File: src/rtl/trace_addr_rx_pkg.sv
`timescale 1ns/1ps
package trace_addr_rx_pkg;
  localparam int NIB_W    = 4;                       // bits per trace nibble
  localparam int LEN_W    = 2;                       // width of the length code
  localparam int ADDR_NIB = 1 << ((1 << LEN_W) - 1); // longest transfer in nibbles
  localparam int ADDR_W   = NIB_W * ADDR_NIB;        // address width
  localparam int IDX_W    = $clog2(ADDR_NIB);        // nibble lane index width
  localparam int CNT_W    = $clog2(ADDR_NIB + 1);    // received nibble count width
  localparam logic [NIB_W-1:0] CMD_MASK = 4'b1100;   // command family bits
  localparam logic [NIB_W-1:0] CMD_BASE = 4'b1000;   // branch-destination family

  typedef struct packed {
    logic             reload;  // sync-high cycle: restart from last address
    logic             commit;  // complete transfer is being published
    logic             write;   // store dataIn into lane idx
    logic [IDX_W-1:0] idx;     // lane being written
    logic [LEN_W-1:0] code;    // length code of the transfer in progress
  } rx_strobe_t;
endpackage

File: src/rtl/trace_addr_rx_ctrl.sv
`timescale 1ns/1ps
module trace_addr_rx_ctrl
  import trace_addr_rx_pkg::*;
(
  input  logic             clk,
  input  logic             rstN,
  input  logic             syncIn,
  input  logic [NIB_W-1:0] dataIn,
  output rx_strobe_t       strobes,
  output logic [CNT_W-1:0] nibCnt
);
  logic             active;
  logic [LEN_W-1:0] curCode;
  logic [CNT_W-1:0] expCnt;
  logic             isCmd;
  logic             gotAll;

  assign expCnt = CNT_W'(1) << curCode;
  assign isCmd  = (dataIn & CMD_MASK) == CMD_BASE;
  assign gotAll = active && (nibCnt == expCnt);

  always_ff @(posedge clk) begin
    if (!rstN) begin
      active  <= 1'b0;
      curCode <= '0;
      nibCnt  <= '0;
    end else if (syncIn) begin
      active  <= isCmd;
      curCode <= dataIn[LEN_W-1:0];
      nibCnt  <= '0;
    end else if (strobes.write) begin
      nibCnt  <= nibCnt + CNT_W'(1);
    end
  end

  always_comb begin
    strobes.reload = syncIn;
    strobes.commit = syncIn && gotAll;
    strobes.write  = !syncIn && active && (nibCnt < expCnt);
    strobes.idx    = nibCnt[IDX_W-1:0];
    strobes.code   = curCode;
  end
endmodule

File: src/rtl/trace_addr_rx_dp.sv
`timescale 1ns/1ps
module trace_addr_rx_dp
  import trace_addr_rx_pkg::*;
(
  input  logic              clk,
  input  logic              rstN,
  input  logic [NIB_W-1:0]  dataIn,
  input  rx_strobe_t        strobes,
  output logic [ADDR_W-1:0] lastAddr,
  output logic              validQ,
  output logic [LEN_W-1:0]  lenQ
);
  logic [ADDR_W-1:0] workAddr;

  for (genvar i = 0; i < ADDR_NIB; i++) begin : g_lane
    logic [NIB_W-1:0] laneQ;
    always_ff @(posedge clk) begin
      if (!rstN)
        laneQ <= '0;
      else if (strobes.reload)
        laneQ <= strobes.commit ? laneQ : lastAddr[i*NIB_W +: NIB_W];
      else if (strobes.write && (strobes.idx == IDX_W'(i)))
        laneQ <= dataIn;
    end
    assign workAddr[i*NIB_W +: NIB_W] = laneQ;
  end

  always_ff @(posedge clk) begin
    if (!rstN) begin
      lastAddr <= '0;
      validQ   <= 1'b0;
      lenQ     <= '0;
    end else begin
      validQ <= strobes.commit;
      if (strobes.commit) begin
        lastAddr <= workAddr;
        lenQ     <= strobes.code;
      end
    end
  end
endmodule

File: src/rtl/trace_addr_rx.sv
`timescale 1ns/1ps
module trace_addr_rx
  import trace_addr_rx_pkg::*;
(
  input  logic        clk,
  input  logic        rstN,
  input  logic        syncIn,
  input  logic [3:0]  dataIn,
  output logic [31:0] addrOut,
  output logic        addrValid,
  output logic [1:0]  lenCode
);
  rx_strobe_t       strobes;
  logic [CNT_W-1:0] nibCnt;

  trace_addr_rx_ctrl ctrl_i (
    .clk(clk), .rstN(rstN), .syncIn(syncIn), .dataIn(dataIn),
    .strobes(strobes), .nibCnt(nibCnt)
  );

  trace_addr_rx_dp dp_i (
    .clk(clk), .rstN(rstN), .dataIn(dataIn), .strobes(strobes),
    .lastAddr(addrOut), .validQ(addrValid), .lenQ(lenCode)
  );
endmodule

File: config.mk
export PLATFORM = sky130hd
export DESIGN_NAME = trace_addr_rx
export DESIGN_NICKNAME = d
export VERILOG_FILES = /design/src/rtl/trace_addr_rx_pkg.sv /design/src/rtl/trace_addr_rx_ctrl.sv /design/src/rtl/trace_addr_rx_dp.sv /design/src/rtl/trace_addr_rx.sv
export SDC_FILE = /design/constraint.sdc
export NUM_CORES = 1
export LEC_CHECK = 0
export BUFFER_PORTS_ARGS = -buffer_cell sky130_fd_sc_hd__buf_2
export CAP_MARGIN = 20
export CELL_PAD_IN_SITES_DETAIL_PLACEMENT = 0
export CELL_PAD_IN_SITES_GLOBAL_PLACEMENT = 1
export CORE_UTILIZATION = 43
export DETAILED_ROUTE_END_ITERATION = 7
export PLACE_DENSITY_LB_ADDON = 0.05
export REMOVE_ABC_BUFFERS = 1
export SLEW_MARGIN = 20
export SYNTH_ARGS = -nofsm -noshare
export SYNTH_HDL_FRONTEND = slang
export SYNTH_SLANG_ARGS = --single-unit
export TNS_END_PERCENT = 10
File: constraint.sdc
create_clock -name clk -period 2.7 [get_ports clk]
set_input_delay 0.405 -clock clk [delete_from_list [all_inputs] [get_ports clk]]
set_output_delay 0.405 -clock clk [all_outputs]
set_load 0.02 [all_outputs]
==> Yosys cells after proc, flatten, opt, wreduce, memory -nomap -nowiden <==
Index checks and enable logic that the tools add are counted.
{ "totals": {"reg_bits": 74, "latchBits": 0, "mem_bits_rw": 0, "mem_bits_ro": 0, "inputBits": 7, "word_cells": 83, "mem_count": 0} }
{ "classes": {"addsub": 1, "multipliers": 0, "n_div": 0, "n_lt_le_gt_ge": 1, "eq_ne": 10, "shift": 1, "n_mux": 24, "n_bitwise": 1, "reduce_logical": 31} }
{ "ops": {"columns": ["operator", "count"], "rows": [
  ["4-bit two-way mux", 24],
  ["2-bit AND reduction", 8],
  ["2-bit nonzero test", 8],
  ["3-bit == test (second input constant)", 4],
  ["1-bit logical AND", 12],
  ["3-bit by 2-bit == test with 1-bit output (second input constant)", 2],
  ["4-bit by 1-bit adder with 4-bit output (second input constant)", 1],
  ["4-bit == test", 1],
  ["4-bit less-than comparator", 1],
  ["1-bit by 2-bit left shift with 4-bit output (first input constant)", 1],
  ["3-bit by 1-bit == test with 1-bit output (second input constant)", 1],
  ["3-bit zero test", 1],
  ["2-bit == test (second input constant)", 1],
  ["2-bit inequality test (second input constant)", 1],
  ["2-bit OR reduction", 1],
  ["1-bit zero test", 1],
  ["1-bit NOT", 1]
]} }

==> Longest topological paths before layout <==
{ "depth": {"word_depth": 6, "depth_mapped": 8} }

==> Hierarchy <==
A second synthesis with hierarchy kept.
{ "hier_totals": {"hier_cells": 335, "hier_area_um2": 3214.3} }
{ "modules_own_cells": {"columns": ["module", "n_inst", "cells_per_inst", "area_each_um2", "seq_area_each_um2"], "rows": [
  ["trace_addr_rx_dp", 1, 282, 2740.1, 1341.3],
  ["trace_addr_rx_ctrl", 1, 53, 474.2, 140.1]
]} }

==> Least setup slack after synthesis <==
No wires, ideal clock.
{ "synth_timing": {"kind": "register to register", "from": "register ctrl_i.nibCnt[2]", "to": "register dp_i.g_lane[4].laneQ[0]", "t_arrival_ps": 1809, "slack_ps": 764, "path_stages_with_launch": 6, "n_path_buf": 0, "period_less_slack_ps": 1936, "path_cell_list": "dfxtp_1 -> ha_1 -> and4_1 -> a21boi_4 -> a41oi_4 -> mux2i_1"} }
{ "synth_between": {"elab_chain_len": 5, "word_cells_on_any_way": 10, "cone_classes": "order compare (1); eq/ne (3); reduce/logical (6)"} }
{ "synth_lines": {"columns": ["element", "line_no", "source"], "rows": [
  ["from (decl)", "trace_addr_rx_ctrl.sv:10", "output logic [CNT_W-1:0] nibCnt"],
  ["from (signal assigned)", "trace_addr_rx_ctrl.sv:32", "nibCnt <= nibCnt + CNT_W'(1);"],
  ["4-bit less-than comparator / 4-bit == test (equally long branches)", "trace_addr_rx_ctrl.sv:39, trace_addr_rx_ctrl.sv:20", null],
  ["1-bit logical AND (on tied branches)", "trace_addr_rx_ctrl.sv:39, trace_addr_rx_ctrl.sv:20", null],
  ["1-bit logical AND (on tied branches)", "trace_addr_rx_dp.sv:22, trace_addr_rx_ctrl.sv:38", null],
  ["2-bit nonzero test (no line) / 2-bit inequality test (equally long branches)", null, null],
  ["2-bit AND reduction (no line) (*)", null, null],
  ["to (signal assigned)", "trace_addr_rx_dp.sv:21", "laneQ <= strobes.commit ? laneQ : lastAddr[i*NIB_W +: NIB_W];"],
  ["to (signal assigned)", "trace_addr_rx_dp.sv:23", "laneQ <= dataIn;"],
  ["to (decl)", "trace_addr_rx_dp.sv:16", "logic [NIB_W-1:0] laneQ;"]
]} }
Every way passes the cells marked *; elsewhere a longest branch is shown, timed or not.
A chain may end at the register's enable or synchronous reset.

==> Final worst setup path <==
{ "layout_timing": {"from": "register ctrl_i.curCode[0]", "to": "register dp_i.g_lane[0].laneQ[3]"} }
{ "layout_between": {"elab_chain_len": 6, "word_cells_on_any_way": 10, "cone_classes": "order compare (1); eq/ne (2); shift (1); reduce/logical (6)"} }
{ "layout_lines": {"columns": ["element", "line_no", "source"], "rows": [
  ["from (decl)", "trace_addr_rx_ctrl.sv:13", "logic [LEN_W-1:0] curCode;"],
  ["from (signal assigned)", "trace_addr_rx_ctrl.sv:29", "curCode <= dataIn[LEN_W-1:0];"],
  ["1-bit by 2-bit left shift with 4-bit output (*)", "trace_addr_rx_ctrl.sv:18", "assign expCnt = CNT_W'(1) << curCode;"],
  ["4-bit less-than comparator / 4-bit == test (equally long branches)", "trace_addr_rx_ctrl.sv:39, trace_addr_rx_ctrl.sv:20", null],
  ["1-bit logical AND (on tied branches)", "trace_addr_rx_ctrl.sv:39, trace_addr_rx_ctrl.sv:20", null],
  ["1-bit logical AND (on tied branches)", "trace_addr_rx_dp.sv:22, trace_addr_rx_ctrl.sv:38", null],
  ["2-bit nonzero test (no line) / 2-bit inequality test (equally long branches)", null, null],
  ["2-bit AND reduction (no line) (*)", null, null],
  ["to (signal assigned)", "trace_addr_rx_dp.sv:21", null],
  ["to (signal assigned)", "trace_addr_rx_dp.sv:23", null],
  ["to (decl)", "trace_addr_rx_dp.sv:16", null]
]} }
Marks and branches as above.

==> flow_metrics.env <==
export IMPL_hold_viol_final=0
export IMPL_crit_path_max_incr_delay_ns=0.54
export IMPL_critPathKind="flip-flop to flip-flop"
export IMPL_slew_headroom=0.580
export IMPL_status="completed"
export IMPL_p_leak_nw=1.72
export IMPL_end_kind="flip-flop"
export IMPL_drc=0
export IMPL_dr_pass1_iters=4
export IMPL_die_width_um=93.2
export IMPL_grt_pass1_wl_mm=13.5
export IMPL_synthMuxAreaShare=0.0983
export IMPL_vias=2812
export IMPL_synth_seq_cells=74
export IMPL_htreeDepth=3
export IMPL_synth_top_family_by_area="simple AND/OR/NAND/NOR gates"
export IMPL_die_area_sq_mm=0.00868
export IMPL_fin_util=0.514
export IMPL_netlist_instances=428
export IMPL_crit_chain="nand2_1 -> ha_1 -> and4_1 -> a21boi_4 -> a41oi_4 -> mux2i_1"
export IMPL_drive_gt1_frac=0.174
export IMPL_worstPathArrival_ns=2.29
export IMPL_clk_latency_ns=0.35
export IMPL_yosysWarnings=0
export IMPL_dieHeight_um=93.2
export IMPL_final_common_cell="nand2_1"
export IMPL_track_usage=0.202
export IMPL_post_drt_wl_per_cell_um=13.9
export IMPL_layout_common_cells="nand2_1 (199), dfxtp_1 (74), buf_2 (41), a21boi_0 (35), mux2i_1 (34)"
export IMPL_async_flop_share=0
export IMPL_synth_xor_area_share=0
export IMPL_drtIter0Drc=119
export IMPL_grt_max_degree=55
export IMPL_cts_resized_gates=0
export IMPL_avgSynthCellArea_sq_um=8.35
export IMPL_synthAdderAreaFrac=0.0350
export IMPL_cts_clk_slew_worst_paths_ns=0.08
export IMPL_tns_ns=0
export IMPL_cts_tree="yes"
export IMPL_cp_slowest_cell="a21boi_4"
export IMPL_drt_wl_total_mm=7.92
export IMPL_vdd_drop_max_uv=274
export IMPL_worstPathRequired_ns=2.93
export IMPL_synth_simple_area_share=0.254
export IMPL_rsz0062_at_grt="no"
export IMPL_numCtsBuffers=9
export IMPL_num_io_pins=42
export IMPL_ant_nets=0
export IMPL_clockRootBuffer="clkbuf_8"
export IMPL_synthFlopType="dfxtp_1"
export IMPL_synth_cell_types=31
export IMPL_cts_sinks=74
export IMPL_start_util=0.453
export IMPL_grt_overflow_total=0
export IMPL_skew_ns=0.0112
export IMPL_final_max_slew_violation_count=0
export IMPL_tightestPinTransition_ns=0.628
export IMPL_seq_area_frac_synth=0.414
export IMPL_synth_enable_flop_cells=0
export IMPL_synth_compound_area_frac=0.153
export IMPL_post_cts_setup_buffers=0
export IMPL_finalCritPeriodShare=0.763
export IMPL_io_buffers=41
export IMPL_num_rows=32
export IMPL_clockBufferDepth=2
export IMPL_hpwl_mm=5.08
export IMPL_diodes=0
export IMPL_syn2layout_area_growth_pct=13.3
export IMPL_fin_nets=478
export IMPL_power_density_mw_per_mm2=546
export IMPL_startpoint_type="flip-flop"
export IMPL_antenna_found_initial=0
export IMPL_worstPathMaxFanout=8
export IMPL_netlist_area_sq_mm=0.00358
export IMPL_gp_congestion=0.818
export IMPL_holdCritPathClass="input pin to flip-flop"
export IMPL_grt_pass1_vias=2709
export IMPL_setup_viol=0
export IMPL_routed_via_density=4.95
export IMPL_core_area_sq_mm=0.00789
export IMPL_period_needed_ns=2.06
export IMPL_clock_fmax_ghz=0.486
export IMPL_holdBufCountCts=0
export IMPL_maxCapViolCount=0
==> path summary, 6_finish.rpt <==
kind	to	cells past startpoint	slack, ns	startpoint
max	dp_i.g_lane[0].laneQ[3]	6	0.64	ctrl_i.curCode[0]
min	ctrl_i.curCode[1]	3	0.34	dataIn[1]
max reg2reg	dp_i.g_lane[0].laneQ[3]	6	0.64	ctrl_i.curCode[0]
min reg2reg	dp_i.lastAddr[30]	2	0.46	dp_i.g_lane[7].laneQ[2]
==> Yosys cell counts, types with 2 or more instances <==
library cell / instances / area [sq um]
nand2_1: 199 / 747
dfxtp_1: 74 / 1480
a21boi_0: 35 / 263
mux2i_1: 34 / 340
clkbuf_1: 20 / 75.1
ha_1: 10 / 125
nand2b_1: 8 / 50.1
a41oi_4: 6 / 165
buf_4: 5 / 37.5
inv_1: 4 / 15.0
nand3_1: 4 / 20.0
a21oi_1: 3 / 15.0
buf_2: 3 / 15.0
nor2_1: 3 / 11.3
a31oi_4: 2 / 42.5
nor2b_1: 2 / 12.5
o21ai_0: 2 / 10.0
==> registers in the layout, summed over array words and instances, names as in the netlist <==
| name | cells |
|---|---|
| dp_i.g_lane.laneQ | 32 |
| ctrl_i.nibCnt | 4 |
| dp_i.validQ | 1 |
| ctrl_i.active | 1 |
| ctrl_i.curCode | 2 |
| dp_i.lenQ | 2 |
| dp_i.lastAddr | 32 |
==> logic make-up (layout without fill, tap and decap cells) <==
logic type | Yosys count | in the layout
adders and majority gates | 10 | 10
DFF | 74 | 74
muxes | 35 | 35
and+or+nand+nor | 224 | 224
AOI/OAI and AO/OA | 52 | 52
buffers and inverters | 33 | 71
==> cell type report <==
cell class / instances / area [sq um]
flip-flops and latches: 74 / 1480
clock buffers: 10 / 138
inverters: 4 / 15.0
well taps: 102 / 128
multi-input cells: 321 / 1930
repair buffers: 51 / 293
clock inverters: 6 / 66.3
fillers: 775 / 3830
==> routing by layer <==
layer	GRT usage	part of all wire	wire, um
met5	0	0	0
met4	0.0769	0.020	159
met3	0.0390	0.023	180
met2	0.314	0.44	3460
met1	0.274	0.52	4120
==> through the flow <==
| step | hold slack [ns] | cells | setup slack [ns] | total power, mW | area [sq um] |
|---|---|---|---|---|---|
| finish | 0.344 | 568 | 0.641 | 2.21 | 4050 |
| global route | 0.343 | 568 | 0.510 | 2.31 | 4050 |
| CTS | 0.327 | 568 | 0.645 | 2.25 | 4050 |
| detailed placement | 0.451 | 552 | 0.651 | 1.35 | 3850 |
| global placement | 0.446 | 552 | 0.708 | 1.34 | 3850 |
| floorplan | 0.438 | 399 | 0.595 | 1.27 | 3430 |
==> worst max-delay path: cells and delay by family, from the launching register on <==
family                     cells  cell delay, ns
muxes                          1            0.17
and+or+nand+nor                2            0.35
AOI/OAI and AO/OA              2            0.66
adders and majority gates      1            0.33
DFF                            1            0.43
==> power by group <==
group          leakage (nW)  switching, mW  internal (mW)
clock network         0.106          0.440          0.454
registers             0.600         0.0144           1.11
logic                  1.01          0.118         0.0735
No activity file was read; power rests on OpenSTA's default activity.
